[src/rtl/idle_tmr_pkg.sv]
package idle_tmr_pkg;

    localparam int unsigned CNT_W   = 16;
    localparam int unsigned TAP_BIT = 12;

    typedef logic [CNT_W-1:0] cnt_t;

    localparam cnt_t CNT_INIT = '1;

    typedef struct packed {
        logic en;
        logic pend;
    } irq_state_t;

    localparam irq_state_t IRQ_STATE_INIT = '{en: 1'b0, pend: 1'b0};

    function automatic irq_state_t irq_next(
        input irq_state_t cur,
        input logic       set_ev,
        input logic       clr_ev,
        input logic       en_wr,
        input logic       en_val
    );
        irq_state_t n;
        n = cur;
        if (set_ev)      n.pend = 1'b1;
        else if (clr_ev) n.pend = 1'b0;
        if (en_wr)       n.en   = en_val;
        return n;
    endfunction

endpackage

[src/rtl/idle_tmr_counter.sv]
module idle_tmr_counter
    import idle_tmr_pkg::*;
#(
    parameter int unsigned W   = CNT_W,
    parameter int unsigned TAP = TAP_BIT
) (
    input  logic clk,
    input  logic rst,
    input  logic tick_i,
    output logic tap_o
);
    logic [W-1:0] cnt_q;

    always_ff @(posedge clk) begin
        if (rst)         cnt_q <= '1;
        else if (tick_i) cnt_q <= cnt_q - 1'b1;
    end

    assign tap_o = cnt_q[TAP];

    // one step down per tick
    a_r2_step_down: assert property (@(posedge clk) disable iff (rst)
        tick_i |=> (cnt_q == $past(cnt_q) - 1'b1));

    // no tick, no change
    a_r2_hold: assert property (@(posedge clk) disable iff (rst)
        !tick_i |=> $stable(cnt_q));

    // reset value
    a_r1_init: assert property (@(posedge clk)
        rst |=> (cnt_q == '1));

endmodule

[src/rtl/idle_tmr_edge.sv]
module idle_tmr_edge (
    input  logic clk,
    input  logic rst,
    input  logic tap_i,
    output logic toggle_o
);
    logic tap_q;

    always_ff @(posedge clk) begin
        if (rst) tap_q <= 1'b1;
        else     tap_q <= tap_i;
    end

    assign toggle_o = tap_i ^ tap_q;

    // strobe lasts one cycle
    a_r4_single: assert property (@(posedge clk) disable iff (rst)
        toggle_o |=> !toggle_o);

endmodule

[src/rtl/idle_tmr_irq.sv]
module idle_tmr_irq
    import idle_tmr_pkg::*;
(
    input  logic clk,
    input  logic rst,
    input  logic set_i,
    input  logic clr_i,
    input  logic en_wr_i,
    input  logic en_val_i,
    output logic pend_o,
    output logic irq_o
);
    irq_state_t st_q;

    always_ff @(posedge clk) begin
        if (rst) st_q <= IRQ_STATE_INIT;
        else     st_q <= irq_next(st_q, set_i, clr_i, en_wr_i, en_val_i);
    end

    assign pend_o = st_q.pend;
    assign irq_o  = st_q.en & st_q.pend;

    // a strobe always sets the flag, even when a clear arrives too
    a_r5_set: assert property (@(posedge clk) disable iff (rst)
        set_i |=> pend_o);

    // a clear with no strobe empties the flag
    a_r6_clear: assert property (@(posedge clk) disable iff (rst)
        (clr_i && !set_i) |=> !pend_o);

    // the flag holds when there is neither strobe nor clear
    a_r6_hold: assert property (@(posedge clk) disable iff (rst)
        (!clr_i && !set_i) |=> $stable(pend_o));

    // enable written low keeps the request low
    a_r9_mask: assert property (@(posedge clk) disable iff (rst)
        (en_wr_i && !en_val_i) |=> !irq_o);

endmodule

[src/rtl/idle_tmr.sv]
module idle_tmr
    import idle_tmr_pkg::*;
(
    input  logic clk,
    input  logic rst,
    input  logic tick_i,
    input  logic en_wr_i,
    input  logic en_val_i,
    input  logic pend_clr_i,
    output logic toggle_o,
    output logic pend_o,
    output logic irq_o
);
    logic tap;

    idle_tmr_counter #(.W(CNT_W), .TAP(TAP_BIT)) u_cnt (
        .clk    (clk),
        .rst    (rst),
        .tick_i (tick_i),
        .tap_o  (tap)
    );

    idle_tmr_edge u_edge (
        .clk      (clk),
        .rst      (rst),
        .tap_i    (tap),
        .toggle_o (toggle_o)
    );

    idle_tmr_irq u_irq (
        .clk      (clk),
        .rst      (rst),
        .set_i    (toggle_o),
        .clr_i    (pend_clr_i),
        .en_wr_i  (en_wr_i),
        .en_val_i (en_val_i),
        .pend_o   (pend_o),
        .irq_o    (irq_o)
    );

    // a request needs a pending flag behind it
    a_r8_irq_needs_pend: assert property (@(posedge clk) disable iff (rst)
        irq_o |-> pend_o);

    // everything quiet right after reset
    a_r1_quiet: assert property (@(posedge clk)
        rst |=> (!pend_o && !irq_o && !toggle_o));

endmodule

[config.mk]
export PLATFORM = sky130hd
export DESIGN_NAME = idle_tmr
export DESIGN_NICKNAME = d
export VERILOG_FILES = /design/src/rtl/idle_tmr_pkg.sv /design/src/rtl/idle_tmr_counter.sv /design/src/rtl/idle_tmr_edge.sv /design/src/rtl/idle_tmr_irq.sv /design/src/rtl/idle_tmr.sv
export SDC_FILE = /design/constraint.sdc
export NUM_CORES = 1
export LEC_CHECK = 0
export ABC_AREA = 1
export BUFFER_PORTS_ARGS = -buffer_cell sky130_fd_sc_hd__buf_2
export CELL_PAD_IN_SITES_DETAIL_PLACEMENT = 1
export CELL_PAD_IN_SITES_GLOBAL_PLACEMENT = 1
export CORE_AREA = 2 2 47 49
export DETAILED_ROUTE_END_ITERATION = 6
export DIE_AREA = 0 0 49 51
export GPL_TIMING_DRIVEN = 0
export PLACE_DENSITY = 0.86
export RECOVER_POWER = 100
export SLEW_MARGIN = 5
export SYNTH_ARGS = -nofsm -noshare
export SYNTH_HDL_FRONTEND = slang
export SYNTH_SLANG_ARGS = --single-unit
[constraint.sdc]
create_clock -name clk -period 3.4 [get_ports clk]
set_input_delay 0.34 -clock clk [delete_from_list [all_inputs] [get_ports clk]]
set_output_delay 0.34 -clock clk [all_outputs]
set_load 0.02 [all_outputs]
==> Word level (Yosys, flattened, before mapping) <==
Cells that the tools add are included.
W data, S select, Z words.
{ "totals": {"reg_bits": 19, "latch_bits": 0, "ram_bits": 0, "mem_bits_ro": 0, "input_bits": 6, "output_inout_bits": 3, "elab_cells": 10, "mem_count": 0} }
{ "classes": {"n_addsub": 1, "multipliers": 0, "n_div": 0, "n_lt_le_gt_ge": 0, "eq_ne": 0, "n_shift": 0, "muxes": 2, "bitwise_logic": 2, "n_reduce_logical": 1} }
{ "ops": {"columns": ["op", "count"], "rows": [
  ["$sub A16 B1 Y16 const B", 1],
  ["$mux W1", 2],
  ["$reduce_bool A2 Y1", 1],
  ["$and A1 B1 Y1", 1],
  ["$xor A1 B1 Y1", 1]
]} }

==> Longest topological paths before layout <==
{ "logic_depth": {"depth_word": 2, "mapped_depth": 9, "mapped_depth_nobuf": 9} }

==> By module <==
A second synthesis with hierarchy kept.
{ "unflattened": {"hier_cells": 114, "hier_area_um2": 802.0} }
{ "modules_own_cells": {"columns": ["mod", "n_inst", "cells_per_inst", "area_each_um2"], "rows": [
  ["idle_tmr_counter", 1, 95, 673.1],
  ["idle_tmr_irq", 1, 12, 83.8],
  ["idle_tmr_edge", 1, 7, 45.0]
]} }

==> Worst setup path before layout <==
OpenSTA, ideal clock, no wires.
{ "synth_path": {"kind": "flip-flop to flip-flop", "from": "reg u_cnt.cnt_q[0]", "to": "reg u_cnt.cnt_q[10]", "t_arrival_ps": 1002, "slack_ps": 2281, "stages_incl_launch_ff": 9, "n_path_buf": 0, "synth_period_minus_slack_ps": 1119, "path_cell_list": "dfxtp_1 > inv_1 > ha_1 > nand2_1 > inv_1 > nand2_1 > nor2_4 > a21oi_1 > nand2_1"} }
{ "synth_between": {"elab_chain_cells": 1} }
{ "synth_rtl": {"columns": ["item", "line_no", "source"], "rows": [
  ["start: declaration", "idle_tmr_counter.sv:12", "logic [W-1:0] cnt_q;"],
  ["start signal: assignment", "idle_tmr_counter.sv:16", "else if (tick_i) cnt_q <= cnt_q - 1'b1;"],
  ["$sub A16 B1 Y16", "idle_tmr_counter.sv:16", null]
]} }
No other way between the ends.
A chain may end at the register's enable or synchronous reset.

==> Worst setup path in the final report <==
{ "layout_path": {"from": "reg u_cnt.cnt_q[1]", "to": "reg u_cnt.cnt_q[10]"} }
The elaborated chain is that of the path after synthesis.

==> results.ini <==
[run_status]
outcome=completed

[sta]
skew_ps=0.799
worstMarginPinSlew_ps=520
layout_min_cycle_time_ps=1520
final_max_slew_viol_count=0
relSlewSlack=0.653
hold_ws_ps=225
final_hold_viol_count=0
rsz0062_at_grt=false
setup_violations=0
clock.fmax_ghz=0.659
layout_worst_path_cycle_share=0.446
finalSetupTns_ps=0

[hold_path]
hold_path.class=in2reg
hp-start=en_wr_i

[setup_path]
cpMostUsedCell=nand2_1
startpoint_type=flip-flop
path_delay_family=simple AND/OR/NAND/NOR gates
cp-startpoint=u_cnt.cnt_q[1]
arrival_ps=1710
crit_buf_inv=2
worst-path-max-fanout=5
critPathCaptureType=flip-flop
cp.required_ps=3600
cpPeakStageDelay_ps=340
r2r_start=u_cnt.cnt_q[1]
cp_slowest_cell=dfxtp_1
worstPathCellList=inv_1, ha_1, nand2_1, inv_1, nand2_1, nor2_1, nand2_1, nand2_1, nand2_1
crit_type=reg2reg

[finish]
area_delta_synth_final_pct=12.8
antenna_cells=0
drive_gt1_frac=0.104
nNetsFinal=133

[floorplanning]
die_x_um=49
rows=17
io_pins=9
die_y_um=51
core_area_um2=2060
dieArea_um2=2500
initial_utilization=0.370

[synthesis]
synth_top_cell_area_share=0.420
yosysUniqueCellTypes=14
yosysTopAreaCell=dfxtp_1
ys_seq_elements=16
syn_inst=113
ys.warnings.count=0
synth.avg_cell_area_um2=6.75
synth_area_um2=763
synth_nets=120
synth_area_leaders=dfxtp_1 42%, nand2_1 12%, nand3_1 11%
seq_area_frac_synth=0.420

[power]
p_switching_uw=77.0
p_leak_uw=0.000452
combPwrFrac=0.046
power_uw=338
pwr-share-clk=0.384
sw_frac_of_total=0.228
power-per-cell-area_nw_per_um2=393
pwr-share-seq=0.570
p_int_uw=261
worst_ir_drop_vdd_mv=0.356

[clocking]
cts_tree=done
cts.sink_count=16
clk_path_buf_depth=2
clk-insertion-delay-late_ps=290
clk_pin_slew_worst_paths_ps=100
ctsHoldBuffers=0
postCtsSetupRepairBufs=0
htree_levels=1
cts-buffers-inserted=3
cts_resized=0
cts_root_buf=clkbuf_4

[drt]
drt-pass1-iter-count=2
via_count=722
drcViolationCount=0
routed_wl_um=1890
ant_nets=0
drt-initial-drc-count=6
wl_per_cell_um=12.3
avgViaCountPerCell=4.72

[flow_run]
max-cap-violations=0

[placement]
globalplace.congestion=0.706
port_buffers=8
dp.final_hpwl_um=1400

[global_routing]
grt_start_max_net_pins=11
grt_usage=0.177
grt_pass1_wl_um=3350
antenna_found_initial=0
grt-ovfl-total=0
grt_pass1_vias=781

worst register-to-register path: cells and delay by family (launching register included):
kind	cells	cell delay (ps)
AND/OR/NAND/NOR	6	760
flip-flops	1	340
buffers and inverters	2	180
adder cells (fa/ha/maj)	1	140
cell families (layout without fill, tap and decap cells):
kind of cell | count (synthesis) | count (layout) | share of synthesized area
buf+inv | 23 | 35 | 0.115
compound gates | 12 | 12 | 0.0820
xor+xnor | 1 | 1 | 0.0115
flops | 16 | 16 | 0.420
fa+ha+maj | 1 | 1 | 0.0164
simple gates | 60 | 60 | 0.356
layer usage:
layer	up-vias	global-route usage	wire length, µm	part of all wire
met2	11	0.342	1000	0.53
met3	4	0.0263	50	0.027
li1	372	-	-	-
met5	-	0	0	0
met4	0	0.0857	36	0.019
met1	335	0.189	798	0.42
synthesized netlist by cell type:
cell and n:
nand2_1 25, inv_1 22, nand3_1 17, dfxtp_1 16, nor2_1 12, o21ai_0 7
a21oi_1 4, nand2_2 2, nor2_2 2, nor2_4 2, buf_2 1, ha_1 1
o211ai_1 1, xnor2_1 1
final timing paths:
kind | endpoint | slack (ps) | cells after the start
setup / recovery | u_cnt.cnt_q[10] | 1880 | 9
hold / removal | u_irq.st_q[1] | 230 | 2
setup reg to reg | u_cnt.cnt_q[10] | 1880 | 9
hold reg to reg | u_cnt.cnt_q[10] | 460 | 2
layout make-up:
class                           instances  area [µm²]
Fill cell                             287        1200
Multi-Input combinational cell         74         348
Sequential cell                        16         320
Inverter                               22        82.6
Clock buffer                            4        36.3
Timing Repair Buffer                    8        35.0
Tap cell                               28        35.0
Buffer                                  1        3.75
per-stage QoR:
stage	instances	area, µm²	setup WS [ps]	utilization
floorplan	113	763	2280	-
global placement	149	838	2210	0.406
detailed placement	149	838	2140	0.406
CTS	153	875	2010	0.424
global route	153	861	1690	0.417
finish	153	861	1880	0.417
power groups by stage:
stage / Sequential [µW] / Clock (µW) / Combinational (µW)
after detailed placement: 197 / 0 / 15.6
after CTS: 193 / 132 / 16.0
final: 193 / 130 / 15.5
after global placement: 197 / 0 / 14.4
after global routing: 193 / 138 / 18.2
after floorplan: 196 / 0 / 8.89
sequential cells by signal, summed over array words and instances (netlist names):
| signal | flops |
|---|---|
| u_cnt.cnt_q | 13 |
| u_irq.st_q | 1 |
| u_irq.pend_o | 1 |
| u_edge.tap_q | 1 |
cell usage in the layout, fill, tap and decap left out:
cell,synthesis,routed
inv_1,22,22
nor2_4,2,1
o211ai_1,1,1
clkbuf_8,0,1
a21oi_1,4,4
nand2_1,25,25
nand2_2,2,2
clkbuf_4,0,3
ha_1,1,1
o21ai_0,7,7
nor2_1,12,13
nand3_1,17,17
buf_2,1,4
clkbuf_1,0,5
nor2_2,2,2
xnor2_1,1,1
dfxtp_1,16,16
(Power assumes the default switching activity.)
